==> src/rtl/ea_gen_pkg.sv <==
package ea_gen_pkg;

  typedef enum logic [1:0] {
    DISP_NONE = 2'd0,
    DISP_BYTE = 2'd1,
    DISP_WORD = 2'd2
  } dispKind_e;

  typedef enum logic {
    BASE_BX = 1'b0,
    BASE_BP = 1'b1
  } baseSel_e;

  typedef enum logic {
    IDX_SI = 1'b0,
    IDX_DI = 1'b1
  } idxSel_e;

  // strobes from the decoder to the adder datapath
  typedef struct packed {
    logic      useBase;
    baseSel_e  baseSel;
    logic      useIdx;
    idxSel_e   idxSel;
    dispKind_e dispKind;
    logic      segStack;
    logic      regForm;
  } eaStrobes_t;

endpackage

==> src/rtl/ea_gen_ctrl.sv <==
module ea_gen_ctrl
  import ea_gen_pkg::*;
(
  input  logic [1:0] modeField,
  input  logic [2:0] rmField,
  output eaStrobes_t strobes
);

  logic directForm;

  assign directForm = (modeField == 2'b00) && (rmField == 3'b110);

  always_comb begin
    strobes          = '0;
    strobes.baseSel  = BASE_BX;
    strobes.idxSel   = IDX_SI;
    strobes.dispKind = DISP_NONE;

    unique case (rmField)
      3'b000: begin strobes.useBase = 1'b1; strobes.baseSel = BASE_BX;
                    strobes.useIdx  = 1'b1; strobes.idxSel  = IDX_SI; end
      3'b001: begin strobes.useBase = 1'b1; strobes.baseSel = BASE_BX;
                    strobes.useIdx  = 1'b1; strobes.idxSel  = IDX_DI; end
      3'b010: begin strobes.useBase = 1'b1; strobes.baseSel = BASE_BP;
                    strobes.useIdx  = 1'b1; strobes.idxSel  = IDX_SI; end
      3'b011: begin strobes.useBase = 1'b1; strobes.baseSel = BASE_BP;
                    strobes.useIdx  = 1'b1; strobes.idxSel  = IDX_DI; end
      3'b100: begin strobes.useIdx  = 1'b1; strobes.idxSel  = IDX_SI; end
      3'b101: begin strobes.useIdx  = 1'b1; strobes.idxSel  = IDX_DI; end
      3'b110: begin strobes.useBase = !directForm; strobes.baseSel = BASE_BP; end
      default: begin strobes.useBase = 1'b1; strobes.baseSel = BASE_BX; end
    endcase

    unique case (modeField)
      2'b00:   strobes.dispKind = directForm ? DISP_WORD : DISP_NONE;
      2'b01:   strobes.dispKind = DISP_BYTE;
      2'b10:   strobes.dispKind = DISP_WORD;
      default: strobes.dispKind = DISP_NONE;
    endcase

    // stack segment whenever BP actually contributes as base
    strobes.segStack = strobes.useBase && (strobes.baseSel == BASE_BP);

    if (modeField == 2'b11) begin
      strobes          = '0;
      strobes.baseSel  = BASE_BX;
      strobes.idxSel   = IDX_SI;
      strobes.dispKind = DISP_NONE;
      strobes.regForm  = 1'b1;
    end
  end

endmodule

==> src/rtl/ea_gen_datapath.sv <==
module ea_gen_datapath
  import ea_gen_pkg::*;
#(
  parameter int OFS_W     = 16,
  parameter int SEG_SHIFT = 4,
  parameter int BYTE_W    = 8,
  localparam int PHYS_W   = OFS_W + SEG_SHIFT
) (
  input  eaStrobes_t        strobes,
  input  logic [OFS_W-1:0]  dispIn,
  input  logic [OFS_W-1:0]  bxVal,
  input  logic [OFS_W-1:0]  bpVal,
  input  logic [OFS_W-1:0]  siVal,
  input  logic [OFS_W-1:0]  diVal,
  input  logic [OFS_W-1:0]  dsVal,
  input  logic [OFS_W-1:0]  ssVal,
  output logic [OFS_W-1:0]  effAddr,
  output logic              segIsStack,
  output logic [PHYS_W-1:0] physAddr,
  output logic              addrValid,
  output logic              isRegister
);

  logic [OFS_W-1:0]  baseTerm;
  logic [OFS_W-1:0]  idxTerm;
  logic [OFS_W-1:0]  dispTerm;
  logic [OFS_W-1:0]  offsetSum;
  logic [OFS_W-1:0]  segWord;
  logic [PHYS_W-1:0] segScaled;
  logic [PHYS_W-1:0] ofsWide;

  always_comb begin
    if (!strobes.useBase)                baseTerm = '0;
    else if (strobes.baseSel == BASE_BP) baseTerm = bpVal;
    else                                 baseTerm = bxVal;
  end

  always_comb begin
    if (!strobes.useIdx)                idxTerm = '0;
    else if (strobes.idxSel == IDX_DI)  idxTerm = diVal;
    else                                idxTerm = siVal;
  end

  always_comb begin
    unique case (strobes.dispKind)
      DISP_BYTE: dispTerm = {{(OFS_W-BYTE_W){dispIn[BYTE_W-1]}}, dispIn[BYTE_W-1:0]};
      DISP_WORD: dispTerm = dispIn;
      default:   dispTerm = '0;
    endcase
  end

  // modulo 2^OFS_W by width truncation
  assign offsetSum = baseTerm + idxTerm + dispTerm;

  assign segWord   = strobes.segStack ? ssVal : dsVal;
  assign segScaled = {segWord, {SEG_SHIFT{1'b0}}};
  assign ofsWide   = {{SEG_SHIFT{1'b0}}, offsetSum};

  always_comb begin
    if (strobes.regForm) begin
      effAddr    = '0;
      segIsStack = 1'b0;
      physAddr   = '0;
      addrValid  = 1'b0;
      isRegister = 1'b1;
    end else begin
      effAddr    = offsetSum;
      segIsStack = strobes.segStack;
      physAddr   = segScaled + ofsWide;
      addrValid  = 1'b1;
      isRegister = 1'b0;
    end
  end

endmodule

==> src/rtl/ea_gen.sv <==
module ea_gen
  import ea_gen_pkg::*;
#(
  parameter int  OFS_W     = 16,
  parameter int  SEG_SHIFT = 4,
  parameter bit  OUT_REG   = 1'b1,
  localparam int PHYS_W    = OFS_W + SEG_SHIFT
) (
  input  logic              clk,
  input  logic              rstN,
  input  logic [1:0]        modeField,
  input  logic [2:0]        rmField,
  input  logic [OFS_W-1:0]  dispIn,
  input  logic [OFS_W-1:0]  bxVal,
  input  logic [OFS_W-1:0]  bpVal,
  input  logic [OFS_W-1:0]  siVal,
  input  logic [OFS_W-1:0]  diVal,
  input  logic [OFS_W-1:0]  dsVal,
  input  logic [OFS_W-1:0]  ssVal,
  output logic [OFS_W-1:0]  effAddr,
  output logic              segIsStack,
  output logic [PHYS_W-1:0] physAddr,
  output logic              addrValid,
  output logic              isRegister
);

  eaStrobes_t        strobes;
  logic [OFS_W-1:0]  eaComb;
  logic              segComb;
  logic [PHYS_W-1:0] physComb;
  logic              validComb;
  logic              regComb;

  ea_gen_ctrl u_ctrl (
    .modeField (modeField),
    .rmField   (rmField),
    .strobes   (strobes)
  );

  ea_gen_datapath #(
    .OFS_W     (OFS_W),
    .SEG_SHIFT (SEG_SHIFT)
  ) u_dp (
    .strobes    (strobes),
    .dispIn     (dispIn),
    .bxVal      (bxVal),
    .bpVal      (bpVal),
    .siVal      (siVal),
    .diVal      (diVal),
    .dsVal      (dsVal),
    .ssVal      (ssVal),
    .effAddr    (eaComb),
    .segIsStack (segComb),
    .physAddr   (physComb),
    .addrValid  (validComb),
    .isRegister (regComb)
  );

  generate
    if (OUT_REG) begin : g_outReg
      always_ff @(posedge clk) begin
        if (!rstN) begin
          effAddr    <= '0;
          segIsStack <= 1'b0;
          physAddr   <= '0;
          addrValid  <= 1'b0;
          isRegister <= 1'b0;
        end else begin
          effAddr    <= eaComb;
          segIsStack <= segComb;
          physAddr   <= physComb;
          addrValid  <= validComb;
          isRegister <= regComb;
        end
      end
    end else begin : g_outComb
      assign effAddr    = eaComb;
      assign segIsStack = segComb;
      assign physAddr   = physComb;
      assign addrValid  = validComb;
      assign isRegister = regComb;
    end
  endgenerate

endmodule

==> config.mk <==
export PLATFORM = sky130hd
export DESIGN_NAME = ea_gen
export DESIGN_NICKNAME = d
export VERILOG_FILES = /design/src/rtl/ea_gen_pkg.sv /design/src/rtl/ea_gen_ctrl.sv /design/src/rtl/ea_gen_datapath.sv /design/src/rtl/ea_gen.sv
export SDC_FILE = /design/constraint.sdc
export NUM_CORES = 1
export LEC_CHECK = 0
export BUFFER_PORTS_ARGS = -buffer_cell sky130_fd_sc_hd__buf_2
export CORE_ASPECT_RATIO = 0.7
export CORE_MARGIN = 1.5
export CORE_UTILIZATION = 49
export DETAILED_ROUTE_END_ITERATION = 6
export GPL_TIMING_DRIVEN = 0
export PLACE_DENSITY_LB_ADDON = 0.08
export SLEW_MARGIN = 20
export SYNTH_ARGS = -nofsm -noshare
export SYNTH_HDL_FRONTEND = slang
export SYNTH_SLANG_ARGS = --single-unit
==> constraint.sdc <==
create_clock -name clk -period 8.03 [get_ports clk]
set_input_delay 2.0075 -clock clk [delete_from_list [all_inputs] [get_ports clk]]
set_output_delay 2.0075 -clock clk [all_outputs]
set_load 0.1 [all_outputs]
==> results.toml <==
[run_status]
status = "finished, final reports clean"

[synthesis]
yosysUniqueCellTypes = 57
syn-num-nets = 589
synthesis.area_um2 = 3670
yosys.area_share.simple_pct = 17.8
ys_seq_area_share_pct = 19.1
synth_top_family_by_area = "adder cells"
ys.flop_type = "dfxtp_1"
yosysTopAreaCell = "dfxtp_1"
syn_avg_cell_area_um2 = 8.61
ys_ff_latch = 35
netlist_instances = 426
synth-xor-area-share_pct = 6.11
yosys_warnings = 0
synth_area_leaders = "dfxtp_1 19%, mux2_2 13%, fa_1 9.3%, ha_1 9.2%, nand2_1 6.7%"
synth_top_area_share_pct = 19.1
synth-async-reset-ratio_pct = 0
synth.mux.area_fraction_pct = 15.9
synth_compound_area_share_pct = 16.7
synth_edf_count = 0
synthAdderAreaFrac_pct = 18.5

[power_and_ir_drop]
p_sw_mw = 0.666
netSwitchingFraction_pct = 54.7
ir_worst_vdd_v = 0.000246
p_leak_nw = 2.49
p_seq_share_pct = 18.4
internal-power_mw = 0.552
comb_power_share_pct = 68.3
p_per_area_nw_per_um2 = 260
power.share.clock_pct = 13.3

[clock_network]
root_buffer = "clkbuf_8"
cts_made_buffers = 5
clock-sinks = 35
cts_tree = "yes"
postCtsHoldBufs = 0
post_cts_buffers = 0
cts.htree.levels = 2
clk_pin_slew_worst_paths_ps = 80
clockBufferDepth = 2
cts_resized = 2

[hold_path]
hp-class = "in -> reg"
hp-start = "rstN"
whs_path_depth = 2
min_to = "segIsStack"

[worst_setup_path]
crit_start = "rmField[0]"
cp.arrival_ps = 7770
critPathMaxStageDelay_ps = 500
cpMaxStageDelayCell = "fa_1"
end_kind = "flop"
cp_max_fo = 11
cp-start-kind = "primary input"
cp.required_ps = 8250
path_class = "in -> reg"

[place]
dp_hpwl_um = 7570
gp_congestion = 0.863
portBuffers = 157
placed_cells = 681

[cells_and_area]
nets = 752
final-instance-count-excl-fill = 688
final_layout_size_suffix_gt1_share_pct = 38.6
synthToLayoutAreaGrowth_pct = 28.0
diodes = 0

[global_routing]
grt_pass1_vias = 3203
grt_pass1_wl_um = 14300
grt_max_degree = 13
overflow = 0
grt_util_all_layers_pct = 22.6
antenna_found_initial = 0

[detailed_routing]
ant_nets = 0
finalWirelength_um = 8930
drc = 0
post_drt_wl_per_cell_um = 13.0
dr.pass1.iters = 4
routed_via_density = 5.02
vias = 3455
first_iter_violations = 109

[job]
cap_violations = 0

[timing]
slew_headroom_pct = 53.9
min_period_over_period_pct = 94.0
fmax_mhz = 133
finalHoldViolations = 0
rsz0062_at_grt = "no"
drv_slew = 0
setup_viol_count_final = 0
tightest_slew_ps = 691
setup_tns_ps = 0
timing.final.crit_period_ps = 7550

[floorplanning]
start_util_pct = 50.3
die_h_um = 75.4
io_pins = 158
dieWidth_um = 106
core_area_um2 = 7290
die_area_um2 = 8020
rows = 26
## stage by stage
stage	setup WS [ps]	hold WS [ps]	power [mW]	utilization, %	area, um2
after global placement	-411	2330	1.05	62.8	4570
after detailed placement	-593	2330	1.06	62.8	4570
after CTS	105	2030	1.22	64.4	4690
after floorplan	624	2130	0.912	-	3670
after global routing	0.279	2040	1.30	64.4	4690
final	485	2030	1.22	64.4	4690
## power by group through the flow
| stage | registers, mW | clock network [mW] | logic, mW |
|---|---|---|---|
| floorplan | 0.524 | 0 | 0.388 |
| global placement | 0.228 | 0 | 0.818 |
| detailed placement | 0.228 | 0 | 0.829 |
| CTS | 0.225 | 0.167 | 0.832 |
| global route | 0.229 | 0.175 | 0.896 |
| finish | 0.224 | 0.162 | 0.832 |
## cell usage after synthesis, drive strengths merged (2+ instances only)
library cell,n
nand2,66
dfxtp,35
xnor2,15
a21o,18
a21oi,20
and2,15
and3,8
nor2b,9
fa,17
mux2,41
a211oi,2
o21bai,6
a2111oi,2
a221oi,2
nor3b,2
nand2b,5
inv,39
buf,5
o31ai,3
o21ai,7
mux2i,12
o21a,2
ha,27
o211ai,4
clkbuf,10
a21boi,2
nor3,6
or3,2
nor2,21
xor2,8
## kinds of logic after synthesis
group	Yosys count
flip-flops	35
XOR/XNOR	24
AND/OR/NAND/NOR	139
buffers and inverters	54
multiplexers	53
AO/OA/AOI/OAI	77
adder cells (fa/ha/maj)	44
## layer usage
metal | vias up | GRT usage [%] | wire (um) | share of wire [%]
met4 | 0 | 4.80 | 87 | 0.97
met2 | 118 | 37.9 | 3920 | 44
met5 | - | 0 | 0 | 0
met3 | 8 | 3.68 | 547 | 6.1
li1 | 1772 | - | - | -
met1 | 1557 | 31.3 | 4380 | 49
## registers in the layout, indices dropped and copies added (netlist names)
name and cells:
addrValid 1, isRegister 1, physAddr 16, segIsStack 1, effAddr 16
## layout make-up
class	count	area (um2)
fill	649	2590
timing repair buffer	157	786
inverter	39	146
buffer	14	68.8
clock inverter	3	43.8
multi-input combinational	337	2760
sequential	35	701
tap	98	123
clock buffer	5	68.8
## critical path, delay by kind of cell
kind	cells	cell delay, ps
AND/OR/NAND/NOR	6	880
XOR/XNOR	1	130
AO/OA/AOI/OAI	8	1590
adder cells (fa/ha/maj)	5	1810
multiplexers	2	360
buffers and inverters	6	980
## placed cells by master (no fill, tap or decap), types with 2 or more instances in the layout
master	count
buf_2	158
nand2_1	65
mux2_2	41
inv_1	38
dfxtp_1	35
ha_1	27
nor2_1	20
a21o_1	18
a21oi_1	17
fa_1	17
xnor2_1	15
and2_1	15
mux2i_1	12
clkbuf_1	9
nor2b_1	9
xor2_1	8
and3_1	8
nor3_1	6
nand2b_1	5
clkbuf_8	5
o21ai_1	4
o21bai_1	4
buf_4	4
o211ai_2	3
o21ai_0	3
o31ai_1	2
o21bai_2	2
a21oi_2	2
o21a_1	2
nor3b_1	2
a211oi_1	2
or3_1	2
## how the worst max path moves through the flow
stage / endpoint / cells after the start
CTS: physAddr[16] / 29
global route: physAddr[16] / 28
detailed placement: physAddr[16] / 29
floorplan: physAddr[16] / 28
global placement: physAddr[16] / 29
finish: physAddr[16] / 28
Note: power is estimated with default switching activity, not from simulation.
